<file path="config.mk">
export PLATFORM = sky130hd
export DESIGN_NAME = tsf_top
export DESIGN_NICKNAME = d
export VERILOG_FILES = /design/src/rtl/tsf_pkg.sv /design/src/rtl/tsf_ctrl.sv /design/src/rtl/tsf_dp.sv /design/src/rtl/tsf_top.sv
export SDC_FILE = /design/constraint.sdc
export NUM_CORES = 1
export LEC_CHECK = 0
export ABC_AREA = 1
export BUFFER_PORTS_ARGS = -buffer_cell sky130_fd_sc_hd__buf_4
export CAP_MARGIN = 10
export CORE_UTILIZATION = 37
export CTS_CLUSTER_SIZE = 20
export DETAILED_ROUTE_END_ITERATION = 10
export GPL_ROUTABILITY_DRIVEN = 0
export PLACE_DENSITY = 0.82
export SLEW_MARGIN = 25
export SYNTH_ARGS = -nofsm -noshare
export SYNTH_HDL_FRONTEND = slang
export SYNTH_SLANG_ARGS = --single-unit
export TNS_END_PERCENT = 30
</file>
<file path="constraint.sdc">
create_clock -name clk -period 1.2 [get_ports clk]
set_clock_uncertainty 0.05 [all_clocks]
set_input_delay 0.18 -clock clk [delete_from_list [all_inputs] [get_ports clk]]
set_output_delay 0.18 -clock clk [all_outputs]
set_load 0.05 [all_outputs]
</file>
<file path="src/rtl/tsf_pkg.sv">
package tsf_pkg;
  function automatic int flagWidth(input int nCh);
    return 2 * nCh + 1;
  endfunction
  function automatic int ocBase(input int nCh);
    return nCh;
  endfunction
  function automatic int updBit(input int nCh);
    return 2 * nCh;
  endfunction
endpackage

</file>
<file path="src/rtl/tsf_ctrl.sv">
module tsf_ctrl #(
  parameter int NUM_CH = 4,
  parameter type strobe_t = logic,
  localparam int W = tsf_pkg::flagWidth(NUM_CH)
) (
  input  logic              ovfPulse,
  input  logic              udfPulse,
  input  logic              swUpdReq,
  input  logic              slvRestart,
  input  logic [NUM_CH-1:0] cmpMatch,
  input  logic [NUM_CH-1:0] capEvent,
  input  logic [NUM_CH-1:0] chIsInput,
  input  logic              centerMode,
  input  logic              wrEn,
  input  logic [W-1:0]      wrData,
  input  logic [NUM_CH-1:0] capRead,
  input  logic [W-1:0]      flagsQ,
  output strobe_t           strobes
);
  localparam int OC = tsf_pkg::ocBase(NUM_CH);
  localparam int UP = tsf_pkg::updBit(NUM_CH);

  logic [W-1:0] setVec;
  logic [W-1:0] clrVec;
  logic [W-1:0] wrClr;

  assign wrClr = wrEn ? ~wrData : '0;

  always_comb begin
    setVec = '0;
    setVec[UP] = ovfPulse | udfPulse | swUpdReq | slvRestart;
  end

  logic [NUM_CH-1:0] ccSet, ocSet, ccClr;
  for (genvar i = 0; i < NUM_CH; i++) begin : g_ch
    assign ccSet[i] = chIsInput[i] ? capEvent[i] : (cmpMatch[i] & ~centerMode);
    assign ocSet[i] = chIsInput[i] & capEvent[i] & flagsQ[i];
    assign ccClr[i] = wrClr[i] | (chIsInput[i] & capRead[i]);
  end

  always_comb begin
    strobes.setVec = setVec;
    strobes.setVec[NUM_CH-1:0] = ccSet;
    strobes.setVec[OC +: NUM_CH] = ocSet;
    clrVec = wrClr;
    clrVec[NUM_CH-1:0] = ccClr;
    strobes.clrVec = clrVec;
  end
endmodule

</file>
<file path="src/rtl/tsf_dp.sv">
module tsf_dp #(
  parameter int NUM_CH = 4,
  parameter type strobe_t = logic,
  localparam int W = tsf_pkg::flagWidth(NUM_CH)
) (
  input  logic         clk,
  input  logic         rst_n,
  input  strobe_t      strobes,
  input  logic [W-1:0] intEnable,
  output logic [W-1:0] flagsQ,
  output logic         irqQ
);
  logic [W-1:0] flagsNext;

  assign flagsNext = strobes.setVec | (flagsQ & ~strobes.clrVec);

  always_ff @(posedge clk or negedge rst_n) begin
    if (!rst_n) begin
      flagsQ <= '0;
      irqQ   <= 1'b0;
    end else begin
      flagsQ <= flagsNext;
      irqQ   <= |(flagsQ & intEnable);
    end
  end

  p_rise_needs_set_r3: assert property (@(posedge clk) disable iff (!rst_n)
    1 |=> ((flagsQ & ~$past(flagsQ) & ~$past(strobes.setVec)) == '0));

  p_set_wins_r8: assert property (@(posedge clk) disable iff (!rst_n)
    1 |=> (($past(strobes.setVec) & ~flagsQ) == '0));

  p_fall_needs_clr_r10: assert property (@(posedge clk) disable iff (!rst_n)
    1 |=> ((~flagsQ & $past(flagsQ) & ~$past(strobes.clrVec)) == '0));

  p_irq_lag_r9: assert property (@(posedge clk) disable iff (!rst_n)
    1 |=> (irqQ == |($past(flagsQ) & $past(intEnable))));
endmodule

</file>
<file path="src/rtl/tsf_top.sv">
module tsf_top #(
  parameter int NUM_CH = 4,
  localparam int W = tsf_pkg::flagWidth(NUM_CH)
) (
  input  logic              clk,
  input  logic              rst_n,
  input  logic              ovfPulse,
  input  logic              udfPulse,
  input  logic              swUpdReq,
  input  logic              slvRestart,
  input  logic [NUM_CH-1:0] cmpMatch,
  input  logic [NUM_CH-1:0] capEvent,
  input  logic [NUM_CH-1:0] chIsInput,
  input  logic              centerMode,
  input  logic              wrEn,
  input  logic [W-1:0]      wrData,
  input  logic [NUM_CH-1:0] capRead,
  input  logic [W-1:0]      intEnable,
  output logic [W-1:0]      flags,
  output logic              irq
);
  typedef struct packed {
    logic [W-1:0] setVec;
    logic [W-1:0] clrVec;
  } strobe_t;

  strobe_t      strobes;
  logic [W-1:0] flagsQ;
  logic         irqQ;

  tsf_ctrl #(.NUM_CH(NUM_CH), .strobe_t(strobe_t)) ctrl_i (
    .ovfPulse(ovfPulse), .udfPulse(udfPulse), .swUpdReq(swUpdReq),
    .slvRestart(slvRestart), .cmpMatch(cmpMatch), .capEvent(capEvent),
    .chIsInput(chIsInput), .centerMode(centerMode), .wrEn(wrEn),
    .wrData(wrData), .capRead(capRead), .flagsQ(flagsQ), .strobes(strobes)
  );

  tsf_dp #(.NUM_CH(NUM_CH), .strobe_t(strobe_t)) dp_i (
    .clk(clk), .rst_n(rst_n), .strobes(strobes), .intEnable(intEnable),
    .flagsQ(flagsQ), .irqQ(irqQ)
  );

  assign flags = flagsQ;
  assign irq   = irqQ;

  for (genvar i = 0; i < NUM_CH; i++) begin : g_oc_chk
    p_oc_after_cc_r5: assert property (@(posedge clk) disable iff (!rst_n)
      $rose(flags[NUM_CH+i]) |-> $past(flags[i]));
  end
endmodule

</file>
==> out/summary.txt, run 1 <==
Status: complete, no violations
Final Non-Filler Cells: 146
Drt pass-1 iters: 4
Horiz. Die Dim: 39.8 µm
Final-report max-slew violation count: 0
Clock root buffer: clkbuf_4
Most common cell after layout, fill and taps aside: buf_4
Crit start category: register
Warnings from Yosys: 0
Worst path depth: 1
Peak Freq: 895 MHz
Crit path required time: 0.97 ns
GRT Util Overall: 0.254
CTS tree: built
Die height: 39.8 µm
Worst Hold Class: in2reg
Leakage: 0.550 nW
Clock power frac: 0.271
Crit-path max cell delay: 0.42 ns
Setup crit end kind: output pin
Worst Tran Pin Value: 0.140 ns
Layout cells sized above 1: 0.443
MaxCap Viol Count: 0
Final Hold Vio Count: 0
Seq pwr share: 0.357
Clk_lat worst skew: 0.27 ns
CTS sink count: 10
Hold depth: 3
Int Power: 744 µW
Clock transition at path regs: 0.07 ns
Crit path buf inv count: 1
Minimum clock period after layout: 1.12 ns
Post-synthesis cell count: 75
Netlist cell types: 9
Final instance area: 977 µm²
Initial core utilization: 0.402
Detailed Place HPWL: 1290 µm
DRC: 0
Core area: 1320 µm²
Clock Tree Buf Depth: 2
TNS Setup: 0 ns
CTS H-tree lvls: 1
Cell Chain, Critical Path: buf_4
Critical path class: reg2out
Mapped cell area: 529 µm²
# placed instances: 141
Number of global-route vias before repair: 631
Arrival @ worst endpoint: 0.89 ns
Sequential area share after synthesis: 0.473
Switching power: 415 µW
Yosys reg bits: 10
Final Util: 0.742
WL final: 1610 µm
Slew HR: 0.907
Number of cell rows: 13
CP max stage cell: dfrtp_1
Routed WL per cell: 11.0 µm
Grt ovf: 0
Diode count: 0
Largest net degree at the start of global routing: 11
Via density: 4.64
Fillers: 111
Reg2Reg Depth: 4
Most frequent cells in the layout: 51 x buf_4, 32 x nand2_1, 14 x nand3_1, 10 x dfrtp_1, 7 x nor2_1
Initial antenna violation count: 0
Port bufs: 51
RSZ-0062 raised after global routing: no
CTS buffer count: 3
Fin crit share: 0.931
Peak VDD IR: 0.700 mV
Post-detailed-route count of antenna-violating nets: 0
Crit path max-delay family: flip-flops
I/O pins: 52
Avg Synthesized Cell Area: 7.06 µm²
Cts repair resizes: 0
Final setup violation count: 0
Die ar.: 1590 µm²
Syn nets: 117
Power Density: 1190 nW/µm²
Initial DRC count: 12
Via total after detailed routing: 678
Global-route wire length before repair: 2550 µm
Area grow syn2layout: 84.6%
WHS: 0.0582 ns
DP Area: 931 µm²
NumNets Final: 174
Combinational Power Share: 0.372
Switching Share: 0.358
Max FO, Critical Path: 4
-- final timing paths --
check                                    start        endpoint  slack, ns
worst max-delay path            dp_i.flagsQ[0]        flags[0]       0.08
worst min-delay path                slvRestart  dp_i.flagsQ[8]       0.06
worst max register to register  dp_i.flagsQ[2]       dp_i.irqQ       0.36
worst min register to register  dp_i.flagsQ[6]  dp_i.flagsQ[6]       0.46
max in group asynchronous                rst_n  dp_i.flagsQ[1]       0.71
min in group asynchronous                rst_n  dp_i.flagsQ[5]       0.24
-- kinds of logic after synthesis --
family | count (synthesis) | share of synthesized area
AOI/OAI and AO/OA | 5 | 0.0615
buffers and inverters | 6 | 0.0426
DFF | 10 | 0.473
and+or+nand+nor | 54 | 0.423
-- synth_stat cells (all sizes together) --
library cell   n  area (µm²)
dfrtp         10         250
inv            6        22.5
nand2         32         120
nand3         14        70.1
nand3b         1        7.51
nor2           7        26.3
o21ai          5        32.5
-- tightest hold or removal path, cell delays in order --
cell and delay [ns]:
buf_4 0.07, nor2_1 0.03, nand3_1 0.06
-- per-layer routing --
layer | global-route usage | share of wire
met4 | 0.164 | 0.019
met5 | 0 | 0
met3 | 0.0625 | 0.062
met1 | 0.281 | 0.41
met2 | 0.422 | 0.51
-- power by group through the flow --
| stage | combinational (mW) | clock (mW) | sequential, mW |
|---|---|---|---|
| 5_1_grt | 0.467 | 0.339 | 0.420 |
| 3_5_place_dp | 0.432 | 0 | 0.420 |
| 4_1_cts | 0.435 | 0.323 | 0.414 |
| 2_1_floorplan | 0.0807 | 0 | 0.563 |
| 3_3_place_gp | 0.428 | 0 | 0.417 |
| 6_report | 0.431 | 0.314 | 0.414 |
-- per-stage QoR --
step	total power [mW]	worst slack [ns]
4_1_cts	1.17	0.0734
6_report	1.16	0.0827
5_1_grt	1.23	0.0426
3_3_place_gp	0.845	0.379
2_1_floorplan	0.644	0.156
3_5_place_dp	0.852	0.353
-- cell type report --
cell class	instances	area, µm²	share of cell area
Clock buffer	4	36.3	0.0371
Tap cell	15	18.8	0.0192
Multi-Input combinational cell	59	256	0.262
Sequential cell	10	250	0.256
Timing Repair Buffer	52	393	0.402
Inverter	6	22.5	0.0230
-- sequential cells by signal, summed over array words and instances, names as in the netlist --
register     cells
dp_i.flagsQ      9
dp_i.irqQ        1
-- what timing repair did --
item | in CTS | in global routing
buffers inserted | 0 | 0
hold buffers | 1 | 0
endpoints found under the hold margin | 10 | 0
Power figures use the tool's default switching activity.
==> run 2: changes to the inputs <==
Settings changed: PLACE_DENSITY 0.82 to 0.81.
==> run 2 against run 1 <==
Clock power about the same. Maximum frequency decreased by 0.69%. Combinational power about the same. Total power decreased by 0.11%. Flip-flop and latch count unchanged. Final cell count unchanged. Via count increased by 2.9%. Cell area unchanged. Non-clock buffer count unchanged. Largest cell class unchanged. Largest power group unchanged.
==> out/summary.txt, run 2 (synthesis gave the netlist of run 1 again) <==
Status: complete, no violations (unchanged)
Drt pass-1 iters: 4 (unchanged)
Post-detailed-route count of antenna-violating nets: 0 (unchanged)
Crit path required time: 0.97 ns (about the same)
Final-report max-slew violation count: 0 (unchanged)
MaxCap Viol Count: 0 (unchanged)
Peak Freq: 889 MHz (was 895 MHz)
CTS buffer count: 3 (unchanged)
Final instance area: 977 µm² (unchanged)
Die ar.: 1590 µm² (unchanged)
CTS H-tree lvls: 1 (unchanged)
Setup crit end kind: output pin (unchanged)
Register area: 250 µm² (unchanged)
Fin crit share: 0.938 (was 0.931)
Leakage: 0.550 nW (unchanged)
Worst Hold Class: in2reg (unchanged)
Worst Tran Pin Value: 0.139 ns (was 0.140 ns)
Most common cell after layout, fill and taps aside: buf_4 (unchanged)
Via density: 4.78 (was 4.64)
CTS tree: built (unchanged)
Clk_lat worst skew: 0.27 ns (about the same)
WL final: 1470 µm (was 1610 µm)
Crit-path max cell delay: 0.42 ns (about the same)
Grt ovf: 0 (unchanged)
Via total after detailed routing: 698 (was 678)
Max FO, Critical Path: 4 (unchanged)
Most frequent cells in the layout: 51 x buf_4, 32 x nand2_1, 14 x nand3_1, 10 x dfrtp_1, 7 x nor2_1 (unchanged)
Power Total: 1.16 mW (about the same)
Power Density: 1190 nW/µm² (about the same)
Max reg flops: 9 (unchanged)
Routed WL per cell: 10.0 µm (was 11.0 µm)
Critical path class: reg2out (unchanged)
Port bufs: 51 (unchanged)
NumNets Final: 174 (unchanged)
Initial DRC count: 10 (was 12)
Cts repair resizes: 0 (unchanged)
Area grow syn2layout: 84.6% (unchanged)
Global-route wire length before repair: 2370 µm (was 2550 µm)
Multi-input gate area: 256 µm² (unchanged)
Minimum clock period after layout: 1.13 ns (was 1.12 ns)
CTS sink count: 10 (unchanged)
Final setup violation count: 0 (unchanged)
Placement Setup Slack: 0.336 ns (was 0.353 ns)
Number of cell rows: 13 (unchanged)
Most flops, register: dp_i.flagsQ (unchanged)
WHS: 0.0670 ns (was 0.0582 ns)
Core area: 1320 µm² (unchanged)
Initial core utilization: 0.402 (unchanged)
# Post-CTS Setup Buffers: 0 (unchanged)
Diode count: 0 (unchanged)
Fillers: 116 (was 111)
TNS Setup: 0 ns (unchanged)
Clock Tree Buf Depth: 2 (unchanged)
GRT Util Overall: 0.225 (was 0.254)
Horiz. Die Dim: 39.8 µm (unchanged)
RSZ-0062 raised after global routing: no (unchanged)
Cell Chain, Critical Path: buf_4 (unchanged)
DRC: 0 (unchanged)
Crit path max-delay family: flip-flops (unchanged)
Crit path buf inv count: 1 (unchanged)
Initial antenna violation count: 0 (unchanged)
Crit start category: register (unchanged)
Arrival @ worst endpoint: 0.90 ns (was 0.89 ns)
Slew HR: 0.908 (was 0.907)
Final Hold Vio Count: 0 (unchanged)
Worst setup margin: 0.0749 ns (was 0.0827 ns)
Layout cells sized above 1: 0.443 (unchanged)
Largest net degree at the start of global routing: 11 (unchanged)
Peak VDD IR: 0.947 mV (was 0.700 mV)
Detailed Place HPWL: 1250 µm (was 1290 µm)
Largest regs: dp_i.flagsQ x9, dp_i.irqQ x1 (unchanged)
Number of global-route vias before repair: 637 (was 631)
Clock transition at path regs: 0.07 ns (about the same)
CP max stage cell: dfrtp_1 (unchanged)
Die height: 39.8 µm (unchanged)
CTS Hold Bufs: 1 (unchanged)
Clock root buffer: clkbuf_4 (unchanged)
I/O pins: 52 (unchanged)
DP Area: 931 µm² (unchanged)
-- run 2: cell counts in the layout (fill, tap and decap cells not counted) --
Identical to the previous run, type by type.
-- run 2: per-stage QoR --
step	std cells	util
global placement	141	0.707
floorplan	75	-
detailed placement	141	0.707
CTS	146	0.742
global route	146	0.742
finish	146	0.742
-- run 2: path summary, 6_finish.rpt --
path	from	end	slack, ns	cells after the start
worst max-delay path	dp_i.flagsQ[0]	flags[0]	0.07	1
worst min-delay path	wrData[6]	dp_i.flagsQ[6]	0.07	3
worst max register to register	dp_i.flagsQ[0]	dp_i.irqQ	0.35	4
worst min register to register	dp_i.flagsQ[6]	dp_i.flagsQ[6]	0.46	2
max in group asynchronous	rst_n	dp_i.flagsQ[5]	0.74	2
min in group asynchronous	rst_n	dp_i.flagsQ[7]	0.22	2
-- run 2: routing by layer --
metal | share of wire | track usage | wire length [µm] | vias to the layer above
li1 | - | - | - | 354
met1 | 0.39 | 0.254 | 575 | 305
met2 | 0.50 | 0.406 | 738 | 37
met3 | 0.099 | 0.0511 | 145 | 2
met4 | 0.0048 | 0.0776 | 7 | 0
met5 | 0 | 0 | 0 | -
-- run 2: where the power goes --
part / internal (mW) / total, mW / leakage (nW) / switching (mW)
Sequential: 0.378 / 0.414 / 0.113 / 0.0355
Combinational: 0.182 / 0.429 / 0.416 / 0.247
Clock: 0.184 / 0.315 / 0.0210 / 0.131
Total: 0.745 / 1.16 / 0.550 / 0.414
-- run 2: layout make-up --
class | instances | share of cell area
Multi-Input combinational cell | 59 | 0.262
Sequential cell | 10 | 0.256
Timing Repair Buffer | 52 | 0.402
Tap cell | 15 | 0.0192
Inverter | 6 | 0.0230
Clock buffer | 4 | 0.0371
-- run 2: worst min-delay path, cell delays in order --
cell	delay [ns]
buf_4	0.07
o21ai_1	0.05
nand2_1	0.05
